**src/rtl/audtx_pkg.sv**
```systemverilog
package audtx_pkg;

    localparam int SAMPLE_W = 32;
    localparam int CTRL_W   = 16;
    localparam int HALF_W   = 9;

    typedef struct packed {
        logic              clear;
        logic              stop;
        logic              mute;
        logic              ws_slave;
        logic              mono;
        logic [1:0]        width;
        logic [HALF_W-1:0] half;
    } ctrl_t;

    localparam logic [CTRL_W-1:0] CTRL_RESET = 16'h321F;

    // Move a right-aligned sample of (code+1) bytes to the top of the word.
    function automatic logic [SAMPLE_W-1:0] left_align(input logic [SAMPLE_W-1:0] w,
                                                       input logic [1:0] code);
        int sh;
        sh = SAMPLE_W - 8 * (int'(code) + 1);
        return w << sh;
    endfunction

endpackage

```
**src/rtl/audtx_fifo.sv**
```systemverilog
module audtx_fifo #(
    parameter int DEPTH = 8,
    parameter int W     = 32,
    localparam int PTR_W = $clog2(DEPTH),
    localparam int LVL_W = $clog2(DEPTH + 1)
) (
    input  logic             clk,
    input  logic             rst_n,
    input  logic             push,
    input  logic [W-1:0]     push_data,
    input  logic             pop,
    output logic [W-1:0]     head,
    output logic [LVL_W-1:0] level
);
    typedef struct packed {
        logic [PTR_W-1:0] wp;
        logic [PTR_W-1:0] rp;
        logic [LVL_W-1:0] lvl;
    } fifo_st_t;

    fifo_st_t st_d, st_q;
    logic [W-1:0] mem [DEPTH];
    logic do_push, do_pop;

    always_comb begin
        st_d    = st_q;
        do_push = push && (st_q.lvl < LVL_W'(DEPTH));
        do_pop  = pop && (st_q.lvl != '0);
        if (do_push) st_d.wp = (st_q.wp == PTR_W'(DEPTH - 1)) ? '0 : st_q.wp + 1'b1;
        if (do_pop)  st_d.rp = (st_q.rp == PTR_W'(DEPTH - 1)) ? '0 : st_q.rp + 1'b1;
        if (do_push && !do_pop)      st_d.lvl = st_q.lvl + 1'b1;
        else if (do_pop && !do_push) st_d.lvl = st_q.lvl - 1'b1;
    end

    always_ff @(posedge clk or negedge rst_n) begin
        if (!rst_n) st_q <= '0;
        else        st_q <= st_d;
    end

    always_ff @(posedge clk) begin
        if (do_push) mem[st_q.wp] <= push_data;
    end

    assign head  = mem[st_q.rp];
    assign level = st_q.lvl;
endmodule

```
**src/rtl/audtx_frame.sv**
```systemverilog
module audtx_frame #(
    parameter int HALF_W = 9
) (
    input  logic              clk,
    input  logic              rst_n,
    input  logic              tick,
    input  logic              slave,
    input  logic [HALF_W-1:0] half,
    input  logic              ws_in,
    output logic              ws_o,
    output logic              edge_o,
    output logic              side_o
);
    typedef struct packed {
        logic              ws;
        logic [HALF_W-1:0] pos;
    } frame_st_t;

    frame_st_t st_d, st_q;

    always_comb begin
        st_d   = st_q;
        edge_o = 1'b0;
        if (tick) begin
            if (slave) begin
                st_d.pos = '0;
                if (ws_in != st_q.ws) begin
                    edge_o  = 1'b1;
                    st_d.ws = ws_in;
                end
            end else if (st_q.pos >= half) begin
                edge_o   = 1'b1;
                st_d.ws  = ~st_q.ws;
                st_d.pos = '0;
            end else begin
                st_d.pos = st_q.pos + 1'b1;
            end
        end
    end

    always_ff @(posedge clk or negedge rst_n) begin
        if (!rst_n) st_q <= '0;
        else        st_q <= st_d;
    end

    assign ws_o   = st_q.ws;
    assign side_o = st_d.ws;
endmodule

```
**src/rtl/audtx_serializer.sv**
```systemverilog
module audtx_serializer
    import audtx_pkg::*;
(
    input  logic                clk,
    input  logic                rst_n,
    input  logic                tick,
    input  logic                edge_i,
    input  logic                side_i,
    input  logic                mono,
    input  logic                mute,
    input  logic                stop,
    input  logic [1:0]          width,
    input  logic                empty,
    input  logic [SAMPLE_W-1:0] head,
    output logic                pop,
    output logic                sd,
    output logic                underrun
);
    typedef struct packed {
        logic [SAMPLE_W-1:0] sh;
        logic [SAMPLE_W-1:0] hold;
        logic                left_taken;
        logic                sd;
        logic                underrun;
    } ser_st_t;

    ser_st_t st_d, st_q;
    logic [SAMPLE_W-1:0] load_word;
    logic                quiet;

    always_comb begin
        st_d      = st_q;
        pop       = 1'b0;
        load_word = '0;
        quiet     = mute || stop;
        if (tick) begin
            st_d.sd = quiet ? 1'b0 : st_q.sh[SAMPLE_W-1];
            if (edge_i) begin
                if (!side_i) begin
                    st_d.left_taken = 1'b0;
                    if (!stop) begin
                        if (!empty) begin
                            pop             = 1'b1;
                            load_word       = left_align(head, width);
                            st_d.hold       = load_word;
                            st_d.left_taken = 1'b1;
                        end else begin
                            st_d.underrun = 1'b1;
                        end
                    end
                end else begin
                    st_d.left_taken = 1'b0;
                    if (!stop && st_q.left_taken) begin
                        if (mono) begin
                            load_word = st_q.hold;
                        end else if (!empty) begin
                            pop       = 1'b1;
                            load_word = left_align(head, width);
                        end else begin
                            st_d.underrun = 1'b1;
                        end
                    end
                end
                st_d.sh = quiet ? '0 : load_word;
            end else begin
                st_d.sh = st_q.sh << 1;
            end
        end
    end

    always_ff @(posedge clk or negedge rst_n) begin
        if (!rst_n) st_q <= '0;
        else        st_q <= st_d;
    end

    assign sd       = st_q.sd;
    assign underrun = st_q.underrun;
endmodule

```
**src/rtl/audtx_levels.sv**
```systemverilog
module audtx_levels #(
    parameter int N     = 3,
    parameter int LVL_W = 4
) (
    input  logic [LVL_W-1:0]   level,
    input  logic [N-1:0]       en,
    input  logic [N*LVL_W-1:0] thr,
    output logic [N-1:0]       req
);
    for (genvar i = 0; i < N; i++) begin : g_req
        assign req[i] = en[i] && (level <= thr[i*LVL_W +: LVL_W]);
    end
endmodule

```
**src/rtl/audio_tx_channel.sv**
```systemverilog
module audio_tx_channel
    import audtx_pkg::*;
#(
    parameter int DEPTH = 8,
    localparam int LVL_W = $clog2(DEPTH + 1)
) (
    input  logic                clk,
    input  logic                rst_n,
    input  logic                ctrl_we,
    input  logic [CTRL_W-1:0]   ctrl_wdata,
    input  logic                wr_en,
    input  logic [SAMPLE_W-1:0] wr_data,
    input  logic                bclk_en,
    input  logic                ws_in,
    input  logic                irq_en,
    input  logic [LVL_W-1:0]    irq_thr,
    input  logic                dreq_a_en,
    input  logic [LVL_W-1:0]    dreq_a_thr,
    input  logic                dreq_b_en,
    input  logic [LVL_W-1:0]    dreq_b_thr,
    output logic [CTRL_W-1:0]   ctrl_rdata,
    output logic                ws_out,
    output logic                sd_out,
    output logic [LVL_W-1:0]    fill_level,
    output logic                underrun,
    output logic                irq,
    output logic                dreq_a,
    output logic                dreq_b
);
    ctrl_t ctrl_d, ctrl_q;
    logic  chan_rst_n;
    logic  edge_w, side_w, pop_w;
    logic  [SAMPLE_W-1:0] head_w;
    logic  [2:0] req_w;

    always_comb begin
        ctrl_d = ctrl_q;
        if (ctrl_we) ctrl_d = ctrl_t'(ctrl_wdata);
    end

    always_ff @(posedge clk or negedge rst_n) begin
        if (!rst_n) ctrl_q <= ctrl_t'(CTRL_RESET);
        else        ctrl_q <= ctrl_d;
    end

    assign chan_rst_n = rst_n && !ctrl_q.clear;

    audtx_fifo #(.DEPTH(DEPTH), .W(SAMPLE_W)) i_fifo (
        .clk(clk), .rst_n(chan_rst_n),
        .push(wr_en && !ctrl_q.stop), .push_data(wr_data),
        .pop(pop_w), .head(head_w), .level(fill_level)
    );

    audtx_frame #(.HALF_W(HALF_W)) i_frame (
        .clk(clk), .rst_n(chan_rst_n), .tick(bclk_en),
        .slave(ctrl_q.ws_slave), .half(ctrl_q.half), .ws_in(ws_in),
        .ws_o(ws_out), .edge_o(edge_w), .side_o(side_w)
    );

    audtx_serializer i_ser (
        .clk(clk), .rst_n(chan_rst_n), .tick(bclk_en),
        .edge_i(edge_w), .side_i(side_w), .mono(ctrl_q.mono),
        .mute(ctrl_q.mute), .stop(ctrl_q.stop), .width(ctrl_q.width),
        .empty(fill_level == '0), .head(head_w),
        .pop(pop_w), .sd(sd_out), .underrun(underrun)
    );

    audtx_levels #(.N(3), .LVL_W(LVL_W)) i_levels (
        .level(fill_level),
        .en({dreq_b_en, dreq_a_en, irq_en}),
        .thr({dreq_b_thr, dreq_a_thr, irq_thr}),
        .req(req_w)
    );

    assign irq        = req_w[0];
    assign dreq_a     = req_w[1];
    assign dreq_b     = req_w[2];
    assign ctrl_rdata = ctrl_q;
endmodule

```
**config.mk**
```make
export PLATFORM = sky130hd
export DESIGN_NAME = audio_tx_channel
export DESIGN_NICKNAME = d
export VERILOG_FILES = /design/src/rtl/audtx_pkg.sv /design/src/rtl/audtx_fifo.sv /design/src/rtl/audtx_frame.sv /design/src/rtl/audtx_serializer.sv /design/src/rtl/audtx_levels.sv /design/src/rtl/audio_tx_channel.sv
export SDC_FILE = /design/constraint.sdc
export NUM_CORES = 1
export LEC_CHECK = 0
export ABC_CLOCK_PERIOD_IN_PS = 9500
export BUFFER_PORTS_ARGS = -buffer_cell sky130_fd_sc_hd__buf_2
export CORE_MARGIN = 1
export CORE_UTILIZATION = 40
export DETAILED_ROUTE_END_ITERATION = 12
export SLEW_MARGIN = 15
export SYNTH_ARGS = -nofsm -noshare
export SYNTH_HDL_FRONTEND = slang
export SYNTH_HIERARCHICAL = 1
export SYNTH_SLANG_ARGS = --single-unit
```
**constraint.sdc**
```tcl
create_clock -name clk -period 9.5 [get_ports clk]
set_input_delay 1.425 -clock clk [delete_from_list [all_inputs] [get_ports clk]]
set_output_delay 1.425 -clock clk [all_outputs]
set_load 0.01 [all_outputs]
```
Yosys cells after proc, flatten, opt, wreduce, memory -nomap -nowiden
Memories as Yosys holds them, arrays and structs flattened.
Index checks and enable logic that the tools add are counted.
W data, S select, Z words.
{"block": "op_classes", "add_sub_neg": 7, "shift": 1, "eq_ne": 6, "bitwise_logic": 4, "reduce_logical": 21, "magnitude_cmp": 5, "muxes": 38}
{"op": "$mux W32", "n": 7}
{"op": "$shl A32 B32 Y32", "n": 1}
{"op": "$sub A7 B32 Y32 const A", "n": 1}
{"op": "$mux W1", "n": 24}
{"op": "$mux W10", "n": 2}
{"op": "$le A4 B4 Y1", "n": 3}
{"op": "$logic_and A1 B1 Y1", "n": 10}
{"op": "$reduce_and A5 Y1", "n": 2}
{"op": "$add A9 B1 Y9 const B", "n": 1}
{"op": "$ge A9 B9 Y1", "n": 1}
{"op": "$mux W9", "n": 1}
{"op": "$mux W4", "n": 2}
{"op": "$add A3 B1 Y3 const B", "n": 2}
{"op": "$eq A3 B3 Y1 const B", "n": 2}
{"op": "$mux W3", "n": 2}
{"op": "$add A4 B1 Y4 const B", "n": 1}
{"op": "$logic_not A1 Y1", "n": 4}
{"op": "$logic_not A4 Y1", "n": 1}
{"op": "$lt A4 B4 Y1 const B", "n": 1}
{"op": "$ne A2 B1 Y1 const B", "n": 2}
{"op": "$not A1 Y1", "n": 4}
{"op": "$reduce_bool A4 Y1", "n": 1}
{"op": "$sub A4 B1 Y4 const B", "n": 1}
{"op": "$add A2 B1 Y3 const B", "n": 1}
{"op": "other kinds (5)", "n": 5}
{"block": "word_totals", "mem_bits_rw": 256, "wordCells": 100, "reg_bits": 103, "n_memories": 1, "in_bits": 69, "out_inout_bits": 26}
{"memory": "i_fifo.mem", "words": 8, "word_bits": 32, "rd": 1, "rd_ports_with_merged_regs": 0, "wr": 1, "line": "audtx_fifo.sv:22", "source": "logic [W-1:0] mem [DEPTH];"}

Logic depth before layout (Yosys ltp)
{"block": "logic_depth", "word_depth": 11, "ltp_mapped": 17, "depth_no_buf": 17}

Modules after synthesis
Netlist, hierarchy kept.
{"module": "audtx_fifo", "instances": 1, "area_each_um2": 10293.6, "seq_area_each_um2": 7937.6, "cells_each": 442}
{"module": "audtx_serializer", "instances": 1, "area_each_um2": 3799.9, "seq_area_each_um2": 1676.6, "cells_each": 440}
{"module": "audtx_frame", "instances": 1, "area_each_um2": 878.3, "seq_area_each_um2": 250.2, "cells_each": 93}
{"module": "audio_tx_channel", "instances": 1, "area_each_um2": 678.2, "seq_area_each_um2": 410.4, "cells_each": 37}
{"module": "audtx_levels", "instances": 1, "area_each_um2": 330.3, "seq_area_each_um2": 0.0, "cells_each": 40}

Worst setup path before layout
OpenSTA, ideal clock, no wires.
{"block": "synth_path", "path_kind": "in2reg", "startpoint": "input port wr_en", "endpoint": "memory i_fifo.mem[0][0] (enable)", "arrival_ns": 4.840, "slack_ns": 4.158, "cell_stages": 4, "required_ns": 8.999, "cell_sequence": "nor2b_1 -> nand2b_1 -> clkbuf_1 -> nor4_1"}
{"block": "synth_between", "elab_chain_len": 4}
{"element": "start, declared", "line": "audio_tx_channel.sv:11", "source": "input logic wr_en,"}
{"element": "$logic_and A1 B1 Y1", "line": "audio_tx_channel.sv:50", "source": ".push(wr_en && !ctrl_q.stop), .push_data(wr_data),"}
{"element": "$logic_and A1 B1 Y1", "line": "audtx_fifo.sv:27", "source": "do_push = push && (st_q.lvl < LVL_W'(DEPTH));"}
{"element": "$mux W1", "line": "audtx_fifo.sv:41", "source": "if (do_push) mem[st_q.wp] <= push_data;"}
{"element": "$mux W1 (not written as such)", "line": "audtx_fifo.sv:41"}
{"element": "end, declared", "line": "audtx_fifo.sv:22"}
No other way between the ends.

Final worst setup path
{"block": "layout_path", "startpoint": "input port bclk_en", "endpoint": "register i_fifo.st_q (netlist bit i_fifo/level[3])"}
{"element": "start, declared", "line": "audio_tx_channel.sv:13", "source": "input logic bclk_en,"}
{"element": "$mux W1 (*)", "line": "audtx_frame.sv:24", "source": "if (tick) begin"}
{"element": "via edge_w", "line": "audio_tx_channel.sv:32", "source": "logic edge_w, side_w, pop_w;"}
{"element": "$mux W1 (*)", "line": "audtx_serializer.sv:38", "source": "if (edge_i) begin"}
{"element": "$mux W1 (*)", "line": "audtx_serializer.sv:36", "source": "if (tick) begin"}
{"element": "via pop_w", "line": "audio_tx_channel.sv:32"}
{"element": "$logic_and A1 B1 Y1 (*)", "line": "audtx_fifo.sv:28", "source": "do_pop = pop && (st_q.lvl != '0);"}
{"element": "$logic_not A1 Y1", "line": "audtx_fifo.sv:31", "source": "if (do_push && !do_pop) st_d.lvl = st_q.lvl + 1'b1;"}
{"element": "$logic_and A1 B1 Y1", "line": "audtx_fifo.sv:31"}
{"element": "$mux W4 / $reduce_bool A2 Y1 (equally long branches)"}
{"element": "end signal, assigned", "line": "audtx_fifo.sv:37", "source": "else st_q <= st_d;"}
{"element": "end, declared", "line": "audtx_fifo.sv:21", "source": "fifo_st_t st_d, st_q;"}
Mark *: on every way through the listed nets, which the timed path passes. The rest lies on a longest branch.
A chain may end at the register's enable or synchronous reset.

==> flow_metrics.env <==
export IMPL_start_util=0.410
export IMPL_drtIter0Drc=642
export IMPL_post_cts_resize_count=0
export IMPL_yosys_area_top_type="edfxtp_1"
export IMPL_rows=72
export IMPL_grt_max_degree=78
export IMPL_h_tree_depth=2
export IMPL_grt_pass1_wl_um=53500
export IMPL_synth_top_family_by_area="multiplexers"
export IMPL_grt_remaining_overflow=0
export IMPL_setup_viol=0
export IMPL_drv_slew=0
export IMPL_fin_tns_setup_ns=0
export IMPL_cp_max_fo=77
export IMPL_hold_path_class="reg -> reg"
export IMPL_netlist_area_um2=16000
export IMPL_cpMaxStageDelayCell="and3_1"
export IMPL_hold_viol=0
export IMPL_die_x_um=202
export IMPL_period_share=0.504
export IMPL_layout_setup_ws_ns=4.71
export IMPL_required_ns=9.94
export IMPL_cts_sinks=359
export IMPL_fin_skew_ns=0.0361
export IMPL_design_area_um2=18200
export IMPL_max_cap_violations=0
export IMPL_path_clk_slew_ns=0.06
export IMPL_synth_top_cell_area_share=0.481
export IMPL_synth_xor_area_share=0.00329
export IMPL_die_h_um=202
export IMPL_cts_tree="done"
export IMPL_reg2reg_slack_ns=4.91
export IMPL_status="completed"
export IMPL_layout_min_cycle_time_ns=4.79
export IMPL_gp_congestion=0.808
export IMPL_crit_path_start_kind="primary input"
export IMPL_slowest_delay_ns=0.93
export IMPL_antenna_found_initial=2
export IMPL_grt_pass1_vias=9031
export IMPL_avgSynthCellArea_um2=15.2
export IMPL_insertion_delay_ns=0.57
export IMPL_synth_compound_area_frac=0.0599
export IMPL_whs_ns=0.471
export IMPL_p_per_area_nw_per_um2=266
export IMPL_synth_mux_area_frac=0.155
export IMPL_post_dp_cell_area_um2=16900
export IMPL_drc_errors=0
export IMPL_synth_seq_area_share=0.643
export IMPL_detail_route_antenna_nets=0
export IMPL_worst_pin_slew_ns=0.986
export IMPL_synth_seq_cells=359
export IMPL_synth_simple_gate_area_frac=0.0800
export IMPL_via_per_inst=5.26
export IMPL_synth_edf_count=256
export IMPL_groute_usage_overall=0.172
export IMPL_wl_um=34100
export IMPL_root_buffer="clkbuf_16"
export IMPL_yosys_area_share_adder=0.0255
export IMPL_numCtsBuffers=40
export IMPL_vdd_drop_max_v=0.000165
export IMPL_drive_above_1_share=0.278
export IMPL_pin_count=95
export IMPL_place_ws_ns=4.13
export IMPL_ys_top_cells_by_area="edfxtp_1, dfrtp_1, mux4_2"
export IMPL_p_leak_nw=6.82
export IMPL_path_cells="buf_2, buf_4, and3_1, nand2_2, nor2_1, and3_1, o41ai_4, ha_1, inv_1, ha_1, or4_1, o211ai_1, o211ai_1"
export IMPL_cts_setup_buffers=0
export IMPL_yosysWarnings=6
export IMPL_nets=1244
export IMPL_area_delta_synth_final_pct=14.1
export IMPL_hpwl_um=20700
export IMPL_holdBufCountCts=0
export IMPL_setup_worst_path_class="in -> reg"
export IMPL_cts_buffer_depth=3
export IMPL_fp_dieArea_um2=40800
export IMPL_yosysUniqueCellTypes=67
export IMPL_arrival_ns=5.22
export IMPL_rsz0062_at_grt="no"
export IMPL_async_reset_ff_frac=0.287
export IMPL_path_delay_family="simple AND/OR/NAND/NOR gates"
export IMPL_synthCells=1052
export IMPL_io_buffer_count=94
export IMPL_end_kind="register"
export IMPL_drtPass1Iterations=5
export IMPL_fin_util=0.467
export IMPL_synth_top_flop_cell="edfxtp_1"
export IMPL_wire_per_inst_um=20.1
export IMPL_synth_nets=1153
export IMPL_route_vias_total=8910
export IMPL_core_area_um2=39000
export IMPL_cp_num_buf_inv=3
export IMPL_relSlewSlack=0.343
export IMPL_fmax_ghz=0.209
-- registers in the layout (all words and copies together), names as in the netlist --
name,count
i_fifo/mem,256
i_ser/st_q,65
ctrl_rdata,16
i_frame/st_q,9
i_fifo/st_q,6
i_fifo/level,4
i_frame/ws_o,1
i_ser/sd,1
i_ser/underrun,1
-- worst min-delay path: stages (launching register included) --
cell and delay, ns:
dfrtp_1 0.34, nand2_1 0.05, nand2_1 0.05
-- layout by cell type (no fill, tap or decap), types with 6 or more instances in the layout --
| master | count |
|---|---|
| a21o_1 | 8 |
| a21oi_1 | 31 |
| a22oi_1 | 11 |
| a31oi_1 | 8 |
| and3_1 | 8 |
| buf_2 | 94 |
| buf_4 | 19 |
| clkbuf_1 | 14 |
| clkbuf_16 | 40 |
| clkinv_2 | 9 |
| dfrtp_1 | 93 |
| dfstp_2 | 8 |
| edfxtp_1 | 256 |
| ha_1 | 31 |
| inv_1 | 43 |
| mux2_2 | 42 |
| mux2_4 | 10 |
| mux2i_1 | 41 |
| mux4_2 | 64 |
| nand2_1 | 109 |
| nand2b_1 | 17 |
| nand3_1 | 28 |
| nand3b_1 | 8 |
| nor2_1 | 22 |
| nor2b_1 | 13 |
| nor3_1 | 6 |
| o21ai_0 | 35 |
| o221ai_1 | 8 |
| o31ai_1 | 15 |
-- stage by stage --
stage               cells  total power, mW
floorplan            1052             2.99
global placement     1619             3.36
detailed placement   1619             3.38
CTS                  1691             4.91
global route         1691             5.11
finish               1693             4.85
-- final timing paths --
path / start / to / depth (start not counted)
worst max-delay path: bclk_en / i_fifo/level[3] / 13
worst min-delay path: i_ser/st_q[10] / i_ser/st_q[10] / 2
worst max register to register: ctrl_rdata[2] / i_fifo/level[3] / 17
worst min register to register: i_ser/st_q[10] / i_ser/st_q[10] / 2
max in group asynchronous: rst_n / i_fifo/st_q[5] / 3
min in group asynchronous: ctrl_rdata[15] / i_ser/st_q[4] / 1
-- kinds of logic (layout without fill, tap and decap cells) --
logic type      Yosys count  in the layout
flops                   359            359
simple gates            248            248
mux                     157            157
compound gates          143            143
buf+inv                 107            228
fa+ha+maj                32             32
xor+xnor                  6              6
other cells               0              2
-- where the power goes --
part | switching [mW] | leakage, nW | internal [mW]
Clock | 0.624 | 0.627 | 0.894
Sequential | 0.183 | 3.61 | 1.86
Combinational | 0.695 | 2.58 | 0.596
Total | 1.50 | 6.82 | 3.35
-- area by class of cell --
class                           count  area, um2
Fill cell                        3433      20800
Sequential cell                   359      10300
Multi-Input combinational cell    586       5240
Clock buffer                       54       1050
Tap cell                          518        648
Timing Repair Buffer              113        613
Clock inverter                     18        228
Inverter                           43        161
Antenna cell                        2       5.00
-- synthesized netlist by cell type (11+ instances only) --
library cell,count
a22oi_1,11
ha_1,31
buf_2,18
o31ai_1,15
mux4_2,64
nand3_1,28
inv_1,43
o21ai_0,35
nand2b_1,17
mux2i_1,41
a21oi_1,31
nor2_1,25
dfrtp_1,95
nand2_1,109
nor2b_1,14
clkbuf_1,26
edfxtp_1,256
mux2_2,42
-- routing by layer --
metal  GRT usage  up-vias  routed length (um)
li1            -     4189                   -
met1       0.242     4505               16000
met2       0.272      167               15900
met3      0.0321       47                1450
met4      0.0530        2                 720
met5           0        -                  13
No activity file was read; power rests on OpenSTA's default activity.
